### config.mk
export PLATFORM = sky130hd
export DESIGN_NAME = dma_fault_logger
export DESIGN_NICKNAME = d
export VERILOG_FILES = /design/src/rtl/dfl_pkg.sv /design/src/rtl/dfl_capture.sv /design/src/rtl/dfl_drop_counter.sv /design/src/rtl/dfl_regs.sv /design/src/rtl/dma_fault_logger.sv
export SDC_FILE = /design/constraint.sdc
export NUM_CORES = 1
export LEC_CHECK = 0
export BUFFER_PORTS_ARGS = -buffer_cell sky130_fd_sc_hd__buf_2
export CAP_MARGIN = 25
export CORE_MARGIN = 3
export CORE_UTILIZATION = 50
export DETAILED_ROUTE_END_ITERATION = 10
export PLACE_DENSITY = 0.81
export SLEW_MARGIN = 20
export SYNTH_ARGS = -nofsm -noshare
export SYNTH_HDL_FRONTEND = slang
export SYNTH_SLANG_ARGS = --single-unit
### constraint.sdc
create_clock -name clk -period 3.65 [get_ports clk]
set_input_delay 0.73 -clock clk [delete_from_list [all_inputs] [get_ports clk]]
set_output_delay 0.73 -clock clk [all_outputs]
set_load 0.02 [all_outputs]
### src/rtl/dfl_pkg.sv
// Package: field widths, register indices and the fault record type for the
// DMA fault logger. Assumes a 32-bit register data path.
package dfl_pkg;
    localparam int CODE_W  = 8;
    localparam int SRC_W   = 16;
    localparam int FADDR_W = 48;
    localparam int BCNT_W  = 10;
    localparam int ROUTE_W = 12;
    localparam int PRIV_W  = 8;
    localparam int PROP_W  = 6;
    localparam int DATA_W  = 32;
    localparam int RIDX_W  = 3;

    localparam logic [RIDX_W-1:0] IDX_CTRL  = 3'd0;
    localparam logic [RIDX_W-1:0] IDX_ACK   = 3'd1;
    localparam logic [RIDX_W-1:0] IDX_HDR   = 3'd2;
    localparam logic [RIDX_W-1:0] IDX_ADLO  = 3'd3;
    localparam logic [RIDX_W-1:0] IDX_ADHI  = 3'd4;
    localparam logic [RIDX_W-1:0] IDX_ATTR  = 3'd5;
    localparam logic [RIDX_W-1:0] IDX_BYTES = 3'd6;
    localparam logic [RIDX_W-1:0] IDX_STAT  = 3'd7;

    typedef struct packed {
        logic [CODE_W-1:0]  code;
        logic [SRC_W-1:0]   src;
        logic [FADDR_W-1:0] addr;
        logic [BCNT_W-1:0]  bytes;
        logic [ROUTE_W-1:0] route;
        logic [PRIV_W-1:0]  priv;
        logic [PROP_W-1:0]  props;
    } fault_rec_t;
endpackage

### src/rtl/dfl_capture.sv
// Capture stage: freezes the first enabled fault into a record and keeps it
// until an acknowledge. A fault in the acknowledge cycle is taken as fresh.
// Assumes at most one fault event per cycle.
module dfl_capture
    import dfl_pkg::*;
(
    input  logic       clk,
    input  logic       rst_n,
    input  logic       en,
    input  logic       ack,
    input  logic       flt_valid,
    input  fault_rec_t flt_in,
    output logic       held,
    output fault_rec_t rec_q,
    output logic       drop
);
    logic take;

    // Decide whether this cycle's fault is stored or dropped.
    always_comb begin
        take = flt_valid && en && (!held || ack);
        drop = flt_valid && en && held && !ack;
    end

    // Hold flag and snapshot registers.
    always_ff @(posedge clk) begin
        if (!rst_n) begin
            held  <= 1'b0;
            rec_q <= '0;
        end else if (take) begin
            held  <= 1'b1;
            rec_q <= flt_in;
        end else if (ack) begin
            held  <= 1'b0;
        end
    end
endmodule

### src/rtl/dfl_drop_counter.sv
// Drop counter: counts faults lost while a snapshot is held, stopping at the
// all-ones value. Clear has priority over increment.
module dfl_drop_counter #(
    parameter int W = 8
) (
    input  logic         clk,
    input  logic         rst_n,
    input  logic         clr,
    input  logic         inc,
    output logic [W-1:0] count
);
    localparam logic [W-1:0] TOP = {W{1'b1}};

    // Saturating count with synchronous clear.
    always_ff @(posedge clk) begin
        if (!rst_n || clr) begin
            count <= '0;
        end else if (inc && count != TOP) begin
            count <= count + 1'b1;
        end
    end
endmodule

### src/rtl/dfl_regs.sv
// Register port: holds the enable flag, decodes the acknowledge write and
// multiplexes the snapshot onto the read bus. Reads are combinational.
// Assumes CNT_W <= 16.
module dfl_regs
    import dfl_pkg::*;
#(
    parameter int CNT_W = 8
) (
    input  logic              clk,
    input  logic              rst_n,
    input  logic [RIDX_W-1:0] reg_addr,
    input  logic              reg_wr,
    input  logic [DATA_W-1:0] reg_wdata,
    input  fault_rec_t        rec,
    input  logic              held,
    input  logic [CNT_W-1:0]  drops,
    output logic              en,
    output logic              ack,
    output logic [DATA_W-1:0] reg_rdata
);
    // Acknowledge pulse for any write to the acknowledge index.
    assign ack = reg_wr && (reg_addr == IDX_ACK);

    // Enable flag storage.
    always_ff @(posedge clk) begin
        if (!rst_n) begin
            en <= 1'b0;
        end else if (reg_wr && reg_addr == IDX_CTRL) begin
            en <= reg_wdata[0];
        end
    end

    // Read data selection.
    always_comb begin
        reg_rdata = '0;
        case (reg_addr)
            IDX_CTRL:  reg_rdata[0] = en;
            IDX_HDR: begin
                reg_rdata[SRC_W-1:0]        = rec.src;
                reg_rdata[16 +: CODE_W]     = rec.code;
            end
            IDX_ADLO:  reg_rdata = rec.addr[31:0];
            IDX_ADHI:  reg_rdata[FADDR_W-33:0] = rec.addr[FADDR_W-1:32];
            IDX_ATTR: begin
                reg_rdata[PROP_W-1:0]       = rec.props;
                reg_rdata[8 +: PRIV_W]      = rec.priv;
                reg_rdata[16 +: ROUTE_W]    = rec.route;
            end
            IDX_BYTES: reg_rdata[BCNT_W-1:0] = rec.bytes;
            IDX_STAT: begin
                reg_rdata[0]                = held;
                reg_rdata[16 +: CNT_W]      = drops;
            end
            default:   reg_rdata = '0;
        endcase
    end
endmodule

### src/rtl/dma_fault_logger.sv
// Top: DMA fault capture and interrupt logger. Connects capture stage, drop
// counter and register port. irq follows the held flag directly.
// Assumes a single clock domain and synchronous active-low reset.
module dma_fault_logger
    import dfl_pkg::*;
#(
    parameter int OVF_W = 8
) (
    input  logic        clk,
    input  logic        rst_n,
    input  logic        flt_valid,
    input  logic [7:0]  flt_code,
    input  logic [15:0] flt_src,
    input  logic [47:0] flt_addr,
    input  logic [9:0]  flt_bytes,
    input  logic [11:0] flt_route,
    input  logic [7:0]  flt_priv,
    input  logic [5:0]  flt_props,
    input  logic [2:0]  reg_addr,
    input  logic        reg_wr,
    input  logic [31:0] reg_wdata,
    output logic [31:0] reg_rdata,
    output logic        irq
);
    fault_rec_t       flt_rec;
    fault_rec_t       rec_q;
    logic             held;
    logic             drop;
    logic             en_q;
    logic             ack;
    logic [OVF_W-1:0] ovf_cnt;

    // Pack incoming fault fields into one record.
    always_comb begin
        flt_rec.code  = flt_code;
        flt_rec.src   = flt_src;
        flt_rec.addr  = flt_addr;
        flt_rec.bytes = flt_bytes;
        flt_rec.route = flt_route;
        flt_rec.priv  = flt_priv;
        flt_rec.props = flt_props;
    end

    dfl_capture u_cap (
        .clk(clk), .rst_n(rst_n), .en(en_q), .ack(ack),
        .flt_valid(flt_valid), .flt_in(flt_rec),
        .held(held), .rec_q(rec_q), .drop(drop)
    );

    dfl_drop_counter #(.W(OVF_W)) u_cnt (
        .clk(clk), .rst_n(rst_n), .clr(ack), .inc(drop), .count(ovf_cnt)
    );

    dfl_regs #(.CNT_W(OVF_W)) u_regs (
        .clk(clk), .rst_n(rst_n), .reg_addr(reg_addr), .reg_wr(reg_wr),
        .reg_wdata(reg_wdata), .rec(rec_q), .held(held), .drops(ovf_cnt),
        .en(en_q), .ack(ack), .reg_rdata(reg_rdata)
    );

    assign irq = held;
endmodule

# == After elaboration in Yosys (flattened, before gate mapping) ==
# Cells that the tools add are included.
# word_totals
register_bits,118
in_bits,147
output_inout_bits,33
wordCells,43
# classes
n_addsub,1
eq_ne,8
muxes,10
reduce_logical,14
# ops
cell,n
$pmux W8 S4,1
$pmux W5 S5,1
$pmux W6 S4,1
$eq A3 B3 Y1 const B,4
$pmux W2 S5,1
$add A8 B1 Y8 const B,1
$ne A8 B8 Y1 const B,1
$pmux W2 S4,1
$pmux W4 S2,1
$logic_and A1 B1 Y1,7
$pmux W1 S7,1
$eq A3 B2 Y1 const B,2
$mux W4,1
$eq A3 B1 Y1 const B,1
$logic_not A1 Y1,3
$logic_not A3 Y1,1
$logic_or A1 B1 Y1,2
$mux W1,2
$reduce_bool A2 Y1,1

# == Logic depth before layout (Yosys ltp) ==
# logic_depth
word_depth,5
mapped_depth,9
mapped_depth_nobuf,5

# == Modules after synthesis ==
# Synthesis repeated with hierarchy kept, for this count alone.
# hier_totals
hier_cells,646
area_unflattened_um2,5763.0
# modules_own_cells
mod,instances,cells_per_inst,area_each_um2,seq_area_each_um2
dfl_capture,1,474,4321.6,2182.1
dfl_regs,1,126,1019.7,20.0
dfl_drop_counter,1,46,421.7,160.2

# == Worst setup path before layout ==
# OpenSTA, ideal clock, no wires.
# synth_path
kind,input port to output port
startpoint,input reg_addr[1]
endpoint,output reg_rdata[4]
arrival_time_ns,1.941
required_time_ns,2.920
path_slack_ns,0.979
path_stages,5
n_path_buf,1
cell_sequence,buf_2 > clkinv_1 > nor2_1 > a22oi_1 > a21oi_1
# synth_via
elab_chain_cells,2
word_cells_on_any_way,6
cone_classes,eq/ne (5); mux (1)
# synth_lines
element,line_no,rtl
start: declaration,dma_fault_logger.sv:19,"input logic [2:0] reg_addr,"
$eq A3 B3 Y1 / $eq A3 B2 Y1 (equally long branches),dfl_regs.sv:36,case (reg_addr)
$pmux W5 S5 *,dfl_regs.sv:36,
end: declaration,dma_fault_logger.sv:22,"output logic [31:0] reg_rdata,"
# Mark *: on every way between the ends. The rest lies on a longest branch, timed or not.

# == Final worst setup path ==
# Same ends and word-level chain as after synthesis.

==> results.md <==
- Core area: 0.01051 mm2
- Slew margin rel.: 55.13%
- Mapped Area: 0.005487 mm2
- Mapped Nets: between 800 and 900
- Pre-antenna DRT Iters: 5
- Clock Path Buffers: 2
- Synthesized-area fraction occupied by and/or/nand/nor cells: approximately 21%
- Leak: approximately 0.0027 uW
- Post-synth ARST share: 0%
- CTS clk-pin slew, worst paths: ~50 ps
- Setup Viol. Count Final: 0
- Pwr dens: ~460 mW/mm2
- Crit path top cell by count: buf_2
- Clock Skew: 6.637 ps
- Nets: ~940
- CP delay by family, top: buffers and inverters
- Mux share of post-synthesis cell area: about 8.1%
- WL final: approximately 15000 um
- Hold-fix buffers at CTS: 0
- Post-CTS setup buffer count: 0
- Final Non-Filler Cells: 940
- Critical path capture point type: primary output
- Yosys warns: 0
- Hold path start: u_cap.rec_q[65]
- GRT Util Overall: between 20% and 30%
- Vias post-DR: slightly above 5000
- Mean area per synthesized cell: just over 8 um2
- Max incr delay on CP: approximately 420 ps
- Synthesis-to-finish area growth: 25.20%
- RSZ-0062 raised after global routing: no
- Synth Area in XOR/XNOR: 0%
- Critical path startpoint category: input pin
- Number of synthesized flops with an enable pin: 0
- Fill cells: roughly 860
- Core Rows: 37
- Skew-Pair Late Insertion Delay: roughly 500 ps
- PostCTS Resize Cnt: 0
- Post-Syn Instances: ~660
- Clk root buf: clkbuf_8
- Setup_tns: 0 ps
- Worst Path Arrival: roughly 2500 ps
- Slowest cell on the critical path: buf_2
- Fin. Hold Viols: 0
- Synth Area in Compound Gates: about 22%
- Final min period: between 3000 and 4000 ps
- Post-route ant nets: 0
- Dpl hpwl: roughly 11000 um
- Worst-path cell chain: buf_2 -> clkinv_1 -> nor2_1 -> buf_4 -> a22oi_1 -> a21oi_1 -> buf_2
- Worst Max-Slew Pin Slew: 673.1 ps
- Status: complete, no violations
- Cell taking the most area after synthesis: dfxtp_1
- Pins Over Slew Limit: 0
- Max IR drop VDD: about 270 uV
- Share of layout cells above drive strength 1: between 20% and 30%
- Worst reg2reg path startpoint: u_cnt.count[0]
- Tcrit/Tclk final: 87.41%
- H-Tree Depth: 4
- Total clock sinks: 118
- Die X: around 110 um
- Hold Crit Class: flip-flop to flip-flop
- Synth area leaders: dfxtp_1 (43%), nand2_1 (16%), a21boi_0 (12%)
- Avg WL per Cell: 15.98 um
- Largest net degree at the start of global routing: 84
- Total Power: between 3000 and 4000 uW
- Post-synth cell types: 47
- DP Area: 0.006259 mm2
- Worst Setup Path Type: input pin to primary output
- CP required: between 2000 and 3000 ps
- Post-Synth Adder-Cell Area: less than 1%
- Port Buffer Count: between 100 and 150
- First-pass GRT wire length: ~24000 um
- Synth Register Bits: 118
- Peak Freq: ~310 MHz
- Yosys top cell area share: approximately 43%
- Vias in the first global route: approximately 5000
- Initial Util: 52.21%
- Final Wtd Congestion: about 0.87
- Initial antenna violation count: 1
- DR iter-0 viols: 457
- Max-cap check violation count: 0
- Vias/cell: around 5.5
- Worst Setup SP: reg_addr[1]
- Overflow after GRT: 0
- CTS tree: yes
- Residual DRC count: 0
- Fraction of the yosys area taken by sequential cells: around 43%
- Largest family of logic cells by synthesized area: compound AO/OA/AOI/OAI gates
- Bufs and invs on worst path: 4
- Finished Core Util: around 65%
- CTS buffer count: 17
- Die Ht: approximately 110 um
- Post-Layout Inst Area: roughly 0.0069 mm2
- Max FO, Critical Path: 22
- Die footprint: around 0.012 mm2
- Dpl cells: just over 900
- # IOs: 180
- Most common flop cell mapped by yosys: dfxtp_1
## power breakdown
group	total (uW)	switching, uW	internal (uW)
Combinational	190	100	89.7
Clock	1680	558	1130
Sequential	1310	5.98	1300
## worst min-delay path: cells and delay by family (launching register included)
family	cells	cell delay, ps
simple gates	1	50
compound gates	1	50
flops	1	310
## logic make-up (layout without fill, tap and decap cells)
logic type / Yosys count / after routing
and+or+nand+nor: 277 / 277
AOI/OAI and AO/OA: 166 / 166
DFF: 118 / 118
buffers and inverters: 53 / 194
muxes: 44 / 44
adders and majority gates: 4 / 4
other: 0 / 1
## layout make-up
cell class / instances / area, um2 / share of cell area, %
clock inverters: 7 / 117.6 / 1.712
diodes: 1 / 2.502 / 0.03643
multi-input cells: 491 / 2863 / 41.68
well taps: 136 / 170.2 / 2.477
clock buffers: 24 / 490.5 / 7.140
repair buffers: 159 / 848.3 / 12.35
flip-flops and latches: 118 / 2362 / 34.39
inverters: 4 / 15.01 / 0.2186
## Yosys cell counts, drive strengths merged (2+ instances only)
library cell and number:
inv 3, ha 4, clkbuf 16, nand2 228, a22oi 7, nor2 16, a21oi 12, dfxtp 118
o221ai 2, nand2b 2, mux2 4, o22ai 12, nor3 3, a21boi 109, nor2b 7, buf 33
nand3 3, and2 2, mux2i 40, o22a 6, o31ai 3, and3 7, o21ai 5, or4 3
## layer usage
metal,GRT usage [%],vias to the layer above,share of wire [%]
li1,-,2509,-
met1,31.81,2414,44
met2,38.43,230,46
met3,4.640,27,7.4
met4,10.43,0,2.2
met5,0,-,0
## layout by cell type, fill, tap and decap left out, types with 2 or more instances in the layout
cell,synthesis,routed
buf_2,23,148
nor2b_1,7,7
buf_12,0,2
o221ai_1,2,2
clkbuf_8,0,6
and2_1,2,2
nand3_1,3,3
dfxtp_1,118,118
a21oi_1,11,11
clkbuf_16,0,16
nor2_1,16,16
clkbuf_1,16,2
clkinvlp_4,0,3
ha_1,4,4
o31ai_1,3,3
nor3_1,3,3
a22oi_1,7,7
a21boi_0,89,89
mux2_2,4,4
and3_1,7,7
o22a_1,6,6
o21ai_0,5,5
inv_1,3,3
mux2i_1,40,40
a21boi_1,20,20
bufinv_16,0,3
o22ai_1,12,12
or4_1,3,3
nand2_1,228,228
buf_4,7,9
## sequential cells by signal (all words and copies together) (netlist names)
name         cells
u_cap.rec_q    108
u_cnt.count      8
u_regs.en        1
u_cap.held       1
## worst paths after layout
path | end | slack (ps) | cells past startpoint
hold / removal | u_cap.rec_q[65] | 460 | 2
hold reg to reg | u_cap.rec_q[65] | 460 | 2
setup reg to reg | u_cnt.count[1] | 1840 | 5
setup / recovery | reg_rdata[4] | 460 | 7
## metrics by stage
stage,hold slack (ps),worst slack [ps]
floorplan,430.6,979.1
global placement,435.7,581.4
detailed placement,448.7,517.4
CTS,453.0,482.4
global route,471.8,321.1
finish,456.5,459.4
Note: power is estimated with default switching activity, not from simulation.
